## src/rtl/lcd_scan_pkg.sv

```systemverilog
`timescale 1ns/1ps
package lcd_scan_pkg;

    // Width of the line counter; covers the longest frame of 128 lines.
    localparam int LINE_W = 7;

    typedef enum logic [1:0] {
        DUTY_48  = 2'b00,
        DUTY_64  = 2'b01,
        DUTY_96  = 2'b10,
        DUTY_128 = 2'b11
    } duty_e;

    // One request to the scan chain.
    typedef struct packed {
        logic shift;
        logic din;
    } shift_req_t;

    // Drive enables of the bidirectional pins.
    typedef struct packed {
        logic dl;
        logic dr;
        logic sclk;
        logic ac;
        logic frm;
    } pin_dir_t;

    // Index of the last line of a frame for a given duty code.
    function automatic logic [LINE_W-1:0] last_line(input duty_e d);
        case (d)
            DUTY_48:  return LINE_W'(47);
            DUTY_64:  return LINE_W'(63);
            DUTY_96:  return LINE_W'(95);
            default:  return LINE_W'(127);
        endcase
    endfunction

endpackage

```

## src/rtl/lcd_scan_timing.sv

```systemverilog
`timescale 1ns/1ps
module lcd_scan_timing
    import lcd_scan_pkg::*;
#(
    parameter int CLK_DIV = 4
) (
    input  logic  clk,
    input  logic  rst,
    input  logic  master,
    input  duty_e duty,
    output logic  tick,
    output logic  frm,
    output logic  sclk_hi,
    output logic  ac
);

    localparam int              PRE_W    = (CLK_DIV > 2) ? $clog2(CLK_DIV) : 1;
    localparam logic [PRE_W-1:0] PRE_LAST = PRE_W'(CLK_DIV - 1);
    localparam logic [PRE_W-1:0] PRE_HALF = PRE_W'(CLK_DIV / 2);

    logic [PRE_W-1:0]  pre_q;
    logic [LINE_W-1:0] line_q;
    logic [LINE_W-1:0] line_end;
    logic              wrap;
    logic              ac_q;

    assign line_end = last_line(duty);
    assign wrap     = (line_q >= line_end);

    // Clock prescaler: runs only while generating timing.
    always_ff @(posedge clk) begin
        if (rst || !master) begin
            pre_q <= '0;
        end else if (pre_q == PRE_LAST) begin
            pre_q <= '0;
        end else begin
            pre_q <= pre_q + 1'b1;
        end
    end

    assign tick    = master && (pre_q == PRE_LAST);
    assign sclk_hi = master && (pre_q >= PRE_HALF);

    // Line counter within a frame.
    always_ff @(posedge clk) begin
        if (rst || !master) begin
            line_q <= '0;
        end else if (tick) begin
            line_q <= wrap ? '0 : line_q + 1'b1;
        end
    end

    assign frm = master && (line_q == '0);

    // AC inversion level, flipped at the end of each frame.
    always_ff @(posedge clk) begin
        if (rst) begin
            ac_q <= 1'b0;
        end else if (tick && wrap) begin
            ac_q <= ~ac_q;
        end
    end

    assign ac = ac_q;


    line_hold_chk: assert property (@(posedge clk) disable iff (rst)
        (master && $past(master) && !$past(rst) && !$past(tick)) |-> $stable(line_q));


    ac_flip_chk: assert property (@(posedge clk) disable iff (rst)
        (!$past(rst) && !$stable(ac_q)) |-> (line_q == '0));

endmodule

```

## src/rtl/lcd_scan_shifter.sv

```systemverilog
`timescale 1ns/1ps
module lcd_scan_shifter #(
    parameter int NUM_STAGES = 64
) (
    input  logic                  clk,
    input  logic                  rst,
    input  logic                  shift,
    input  logic                  dir_up,
    input  logic                  din,
    output logic [NUM_STAGES-1:0] q
);

    for (genvar g = 0; g < NUM_STAGES; g++) begin : g_stage
        logic from_lo;
        logic from_hi;
        logic stage_q;

        if (g == 0) begin : g_lo_end
            assign from_lo = din;
        end else begin : g_lo_mid
            assign from_lo = q[g-1];
        end

        if (g == NUM_STAGES - 1) begin : g_hi_end
            assign from_hi = din;
        end else begin : g_hi_mid
            assign from_hi = q[g+1];
        end

        always_ff @(posedge clk) begin
            if (rst) begin
                stage_q <= 1'b0;
            end else if (shift) begin
                stage_q <= dir_up ? from_lo : from_hi;
            end
        end

        assign q[g] = stage_q;
    end


    up_entry_chk: assert property (@(posedge clk) disable iff (rst)
        (shift && dir_up) |=> (q[0] == $past(din)));


    down_entry_chk: assert property (@(posedge clk) disable iff (rst)
        (shift && !dir_up) |=> (q[NUM_STAGES-1] == $past(din)));


    hold_chk: assert property (@(posedge clk) disable iff (rst)
        !shift |=> $stable(q));

endmodule

```

## src/rtl/lcd_scan_portctl.sv

```systemverilog
`timescale 1ns/1ps
module lcd_scan_portctl
    import lcd_scan_pkg::*;
(
    input  logic       clk,
    input  logic       rst,
    input  logic       master,
    input  logic       dir_up,
    input  logic       sclk_in,
    input  logic       dl_in,
    input  logic       dr_in,
    input  logic       ac_in,
    input  logic       m_tick,
    input  logic       m_frm,
    input  logic       m_sclk,
    input  logic       m_ac,
    input  logic       end_lo,
    input  logic       end_hi,
    output shift_req_t req,
    output pin_dir_t   dirs,
    output logic       dl_out,
    output logic       dr_out,
    output logic       sclk_out,
    output logic       ac_out,
    output logic       frm_out,
    output logic       ac_level
);

    logic sclk_prev;
    logic slave_edge;

    always_ff @(posedge clk) begin
        if (rst) begin
            sclk_prev <= 1'b0;
        end else begin
            sclk_prev <= sclk_in;
        end
    end

    assign slave_edge = !master && sclk_in && !sclk_prev;

    always_comb begin
        req.shift = master ? m_tick : slave_edge;
        req.din   = master ? m_frm : (dir_up ? dl_in : dr_in);
    end

    always_comb begin
        dirs.dl   = master || !dir_up;
        dirs.dr   = master || dir_up;
        dirs.sclk = master;
        dirs.ac   = master;
        dirs.frm  = master;
    end

    assign dl_out   = end_lo;
    assign dr_out   = end_hi;
    assign sclk_out = m_sclk;
    assign ac_out   = m_ac;
    assign frm_out  = m_frm;
    assign ac_level = master ? m_ac : ac_in;


    slave_quiet_chk: assert property (@(posedge clk) disable iff (rst)
        !master |-> (!frm_out && !sclk_out && !dirs.frm && !dirs.sclk));


    slave_one_input_chk: assert property (@(posedge clk) disable iff (rst)
        !master |-> ($countones({dirs.dl, dirs.dr}) == 1));


    slave_edge_chk: assert property (@(posedge clk) disable iff (rst)
        (!master && !$past(rst) && sclk_in && !$past(sclk_in)) |-> req.shift);

endmodule

```

## src/rtl/lcd_row_scan.sv

```systemverilog
`timescale 1ns/1ps
module lcd_row_scan
    import lcd_scan_pkg::*;
#(
    parameter int NUM_COM = 64,
    parameter int CLK_DIV = 4
) (
    input  logic               clk,
    input  logic               rst,
    input  logic               master,
    input  logic               dir_up,
    input  logic [1:0]         duty_sel,
    input  logic               sclk_in,
    output logic               sclk_out,
    output logic               sclk_oe,
    input  logic               ac_in,
    output logic               ac_out,
    output logic               ac_oe,
    output logic               ac_level,
    output logic               frm_out,
    output logic               frm_oe,
    input  logic               dl_in,
    output logic               dl_out,
    output logic               dl_oe,
    input  logic               dr_in,
    output logic               dr_out,
    output logic               dr_oe,
    output logic [NUM_COM-1:0] com
);

    logic       t_tick;
    logic       t_frm;
    logic       t_sclk;
    logic       t_ac;
    shift_req_t req;
    pin_dir_t   dirs;

    lcd_scan_timing #(
        .CLK_DIV (CLK_DIV)
    ) i_timing (
        .clk     (clk),
        .rst     (rst),
        .master  (master),
        .duty    (duty_e'(duty_sel)),
        .tick    (t_tick),
        .frm     (t_frm),
        .sclk_hi (t_sclk),
        .ac      (t_ac)
    );

    lcd_scan_portctl i_portctl (
        .clk      (clk),
        .rst      (rst),
        .master   (master),
        .dir_up   (dir_up),
        .sclk_in  (sclk_in),
        .dl_in    (dl_in),
        .dr_in    (dr_in),
        .ac_in    (ac_in),
        .m_tick   (t_tick),
        .m_frm    (t_frm),
        .m_sclk   (t_sclk),
        .m_ac     (t_ac),
        .end_lo   (com[0]),
        .end_hi   (com[NUM_COM-1]),
        .req      (req),
        .dirs     (dirs),
        .dl_out   (dl_out),
        .dr_out   (dr_out),
        .sclk_out (sclk_out),
        .ac_out   (ac_out),
        .frm_out  (frm_out),
        .ac_level (ac_level)
    );

    lcd_scan_shifter #(
        .NUM_STAGES (NUM_COM)
    ) i_shifter (
        .clk    (clk),
        .rst    (rst),
        .shift  (req.shift),
        .dir_up (dir_up),
        .din    (req.din),
        .q      (com)
    );

    assign dl_oe   = dirs.dl;
    assign dr_oe   = dirs.dr;
    assign sclk_oe = dirs.sclk;
    assign ac_oe   = dirs.ac;
    assign frm_oe  = dirs.frm;


    end_pins_chk: assert property (@(posedge clk) disable iff (rst)
        (dl_out == com[0]) && (dr_out == com[NUM_COM-1]));


    master_drive_chk: assert property (@(posedge clk) disable iff (rst)
        master |-> (dl_oe && dr_oe && sclk_oe && ac_oe && frm_oe));

endmodule

```

## config.mk

```make
export PLATFORM = sky130hd
export DESIGN_NAME = lcd_row_scan
export DESIGN_NICKNAME = d
export VERILOG_FILES = /design/src/rtl/lcd_scan_pkg.sv /design/src/rtl/lcd_scan_timing.sv /design/src/rtl/lcd_scan_shifter.sv /design/src/rtl/lcd_scan_portctl.sv /design/src/rtl/lcd_row_scan.sv
export SDC_FILE = /design/constraint.sdc
export NUM_CORES = 1
export LEC_CHECK = 0
export BUFFER_PORTS_ARGS = -buffer_cell sky130_fd_sc_hd__buf_2
export CORE_MARGIN = 2
export CORE_UTILIZATION = 50
export CTS_BUF_LIST = sky130_fd_sc_hd__clkbuf_4 sky130_fd_sc_hd__clkbuf_8 sky130_fd_sc_hd__clkbuf_16
export CTS_CLUSTER_DIAMETER = 60
export CTS_CLUSTER_SIZE = 8
export DETAILED_ROUTE_END_ITERATION = 16
export PLACE_DENSITY_LB_ADDON = 0.12
export SYNTH_ARGS = -nofsm -noshare
export SYNTH_HDL_FRONTEND = slang
export SYNTH_SLANG_ARGS = --single-unit
```

## constraint.sdc

```tcl
create_clock -name clk -period 2.5 [get_ports clk]
set_clock_uncertainty 0.2 [all_clocks]
set_input_delay 0.5 -clock clk [delete_from_list [all_inputs] [get_ports clk]]
set_output_delay 0.5 -clock clk [all_outputs]
set_load 0.05 [all_outputs]
```

Word-level counts from Yosys, hierarchy flattened
Cells that the tools add are included.
- add/sub/neg operators: 2
- $lt $le $gt $ge: 2
- equal/unequal tests: 3
- multiplexer cells: 70
- bitwise gates (word level): 1
- reductions and logical operators: 15
- operators with widths (kind ; count):
    2-to-1 mux 1 bit ; 68
    one-hot mux 7 bit (3 select lines) ; 1
    adder 7 x 1 -> 7 bit, second input constant ; 1
    greater-or-equal comparator 7 bit ; 1
    zero test 7 bit ; 1
    2-to-1 mux 7 bit ; 1
    logical AND 1 bit ; 6
    equality test 2 bit, second input constant ; 2
    zero test 1 bit ; 3
    logical OR 1 bit ; 3
    adder 2 x 1 -> 2 bit, second input constant ; 1
    equality test 2 x 1 -> 1 bit, second input constant ; 1
    greater-or-equal comparator 2 bit, second input constant ; 1
    zero test 2 bit ; 1
    OR reduction 2 bit ; 1
    inverter 1 bit ; 1
- register bits after elaboration: 75
- input port bits: 10
- output and inout bits: 75
- word-level logic and storage cells: 161

Logic depth before layout (Yosys ltp)
- word-level depth: 4
- depth in mapped cells: 8
- mapped depth without buffers: 7

By module
From an unflattened synthesis, not the netlist that was laid out.
- cells, all modules: 430
- area, all modules: 4058.9 um^2
- modules (own cells, without submodules) (module ; times used ; cells each ; area an instance (um^2) ; seq. area each (um^2)):
    lcd_scan_shifter ; 1 ; 348 ; 3313.2 ; 1281.2
    lcd_scan_timing ; 1 ; 63 ; 595.6 ; 200.2
    lcd_scan_portctl ; 1 ; 19 ; 150.1 ; 20.0

Worst setup path after synthesis
OpenSTA, ideal clock, no wires.
- kind: input port to output port
- from: input port master
- to: output port frm_out
- arrival: 1.714 ns
- required time: 1.800 ns
- setup slack: 0.086 ns
- stages: 3
- cell sequence: buf_2 -> nand2_1 -> nor4_2
- word-level cells in the longest chain between the ends: 1
- RTL lines (element ; line ; text):
    start, declared ; lcd_row_scan.sv:10 ; input logic master,
    logical AND 1 bit ; lcd_scan_timing.sv:53 ; assign frm = master && (line_q == '0);
    end, declared ; lcd_row_scan.sv:20 ; output logic frm_out,
No other way between the ends.

Worst setup path in the final report
- from: register i_timing.line_q[6]
- to: output port frm_out
- word-level cells in the longest chain between the ends: 2
- RTL lines (element ; line ; text):
    start, declared ; lcd_scan_timing.sv:22 ; logic [LINE_W-1:0] line_q;
    start signal, assigned ; lcd_scan_timing.sv:49 ; line_q <= wrap ? '0 : line_q + 1'b1;
    zero test 7 bit ; lcd_scan_timing.sv:53 ;
    logical AND 1 bit ; lcd_scan_timing.sv:53 ;
No other way between the ends.

==> results.json <==
{
  "multiInputGateArea_um2": 1810,
  "leakage_nw": 1.83,
  "worst_skew_pair.late_latency_ps": 340,
  "cts-root-buf": "clkbuf_8",
  "rsz0062_at_grt": "no",
  "synth.distinct_cells": 37,
  "critPathKind": "register to output pin",
  "seq_area_um2": 1500,
  "outcome": "complete, no violations",
  "syn_nets": 446,
  "critical_path.max_fanout": 3,
  "synth_area_um2": 3970,
  "cts_sinks": 75,
  "yosys_warnings": 0,
  "finalSetupTns_ps": 0,
  "fp.dieH_um": 93.1,
  "diodes": 0,
  "final_cell_mix": "buf_2, dfxtp_1, nor2_1",
  "end_kind": "output pin",
  "antenna_found_initial": 0,
  "via_per_inst": 5.23,
  "cts_max_level": 3,
  "fin_crit_ps": 2370,
  "arrival_ps": 1670,
  "cp_cell_sequence": "or3_1 > nor4_2 > buf_4",
  "powerDensity_nw_per_um2": 687,
  "die_w_um": 93.1,
  "startpoint_type": "register",
  "ant_nets": 0,
  "die_area_um2": 8670,
  "core-area_um2": 7730,
  "final_nets": 448,
  "grt_pass1_vias": 2508,
  "cp_data_required_time_ps": 1800,
  "drive_above_1_share_pct": 27.6,
  "io_pins": 85,
  "clkSlewWorstSetupHoldPaths_ps": 70,
  "wl_per_cell_um": 14.3,
  "grt_pass1_wl_um": 12700,
  "tightest_slew_ps": 532,
  "setup_ws_ps": 132,
  "grt_overflow": 0,
  "vias": 2811,
  "hold_class": "input port to register",
  "layout_commonest_cell": "buf_2",
  "area_growth_pct": 4.16,
  "critPathSlowestCell": "or3_1",
  "num_rows": 32,
  "cts_tree": "yes",
  "fin_area_um2": 4140,
  "avgSynthCellArea_um2": 9.26,
  "hpwl_um": 5050,
  "numPortBuffers": 84,
  "numCtsBuffers": 9,
  "cts_hold_buf": 0,
  "fill_cells": 746,
  "drt-total-wl_um": 7690,
  "clockBufferDepth": 2,
  "setup_viol": 0,
  "maxSlewHeadroom_pct": 64.5,
  "max_clock_freq_mhz": 422,
  "drv_slew": 0,
  "ys_ff_latch": 75,
  "ir_drop_mv": 0.311,
  "grt_max_degree": 83,
  "seq_area_frac_synth_pct": 37.8,
  "dp_slack_ps": 249,
  "postPlaceCellArea_um2": 3940,
  "drtIter0Drc": 140,
  "fin_crit_sh_pct": 94.7,
  "start_util_pct": 51.4,
  "grt_usage_pct": 18.2,
  "first_pass_iters": 5,
  "gp_congestion": 0.775,
  "slowest_delay_ps": 410,
  "drc": 0,
  "syn_inst": 429,
  "cap_violations": 0,
  "holdWs_ps": 206,
  "hold_violations": 0
}
[layer usage]
metal	part of all wire, %	GRT usage (%)	vias to the layer above
li1	-	-	1452
met1	49	25.5	1291
met2	45	27.8	63
met3	5.1	5.40	5
met4	0.78	4.41	0
met5	0	0	-
[worst max-delay path, delay by kind of cell, from the launching register on]
kind | cells | cell delay [ps]
buf+inv | 1 | 280
flops | 1 | 350
simple gates | 2 | 710
[final cells by class]
class	instances	area share, %
multi-input cells	250	43.8
flip-flops and latches	75	36.3
repair buffers	88	11.6
clock buffers	10	3.33
well taps	102	3.08
clock inverters	5	1.30
inverters	7	0.635
[worst paths after layout]
path / startpoint / end / slack (ps) / cells after the start
setup / recovery: i_timing.line_q[6] / frm_out / 130 / 3
hold / removal: sclk_in / i_portctl.sclk_prev / 210 / 2
setup reg to reg: i_timing.pre_q[0] / i_timing.line_q[5] / 470 / 5
hold reg to reg: i_timing.pre_q[0] / i_timing.pre_q[0] / 250 / 1
[sequential cells by signal, summed over array words and instances (netlist names)]
register,count
i_shifter.g_stage.from_hi,61
i_shifter.g_stage.from_lo,1
i_portctl.sclk_prev,1
i_shifter.g_stage.stage_q,2
i_timing.ac,1
i_timing.pre_q,2
i_timing.line_q,7
[cell usage after synthesis (all sizes together)]
cell	instances	area, um^2
mux2i	62	621
a211oi	62	465
ha	7	87.6
dfxtp	75	1500
xor2	5	43.8
a21oi	4	23.8
buf	86	604
nor2b	1	6.26
nand2	6	22.5
xnor2	1	8.76
o21a	3	22.5
or3b	1	8.76
o2bb2ai	1	8.76
nor3b	1	18.8
nand4	3	18.8
and4	1	11.3
nor2	73	297
nand3	2	10.0
nor4	1	12.5
nor3	2	10.0
nand2b	2	12.5
inv	7	26.3
or2	1	6.26
nand3b	1	7.51
o21ai	4	20.0
or3	1	6.26
or4b	1	13.8
clkbuf	11	41.3
mux2	1	11.3
and2	1	7.51
o221ai	2	17.5
[logic make-up (layout without fill, tap and decap cells)]
family | Yosys count | count (layout) | synth area share (%)
adders and majority gates | 7 | 7 | 2.20
buffers and inverters | 104 | 110 | 16.9
DFF | 75 | 75 | 37.8
and+or+nand+nor | 98 | 98 | 11.8
xor gates and xnor gates | 6 | 6 | 1.32
muxes | 63 | 63 | 15.9
AOI/OAI and AO/OA | 76 | 76 | 14.0
[power by group]
group | switching [mW] | internal [mW]
logic | 0.436 | 0.166
registers | 0.0726 | 1.26
clock network | 0.425 | 0.479
[through the flow]
step / power [mW] / utilization, % / cells
global route: 2.98 / 53.5 / 537
CTS: 2.88 / 53.5 / 537
floorplan: 1.93 / - / 429
detailed placement: 1.97 / 51.0 / 522
finish: 2.84 / 53.5 / 537
global placement: 1.96 / 51.0 / 522
[what timing repair did]
item                                    in CTS  in global routing
gates resized for setup                      0                  2
endpoints found under the setup margin       0                  1
setup buffers                                0                  0
hold endpoints to repair                     0                  0
Note: power is estimated with default switching activity, not from simulation.
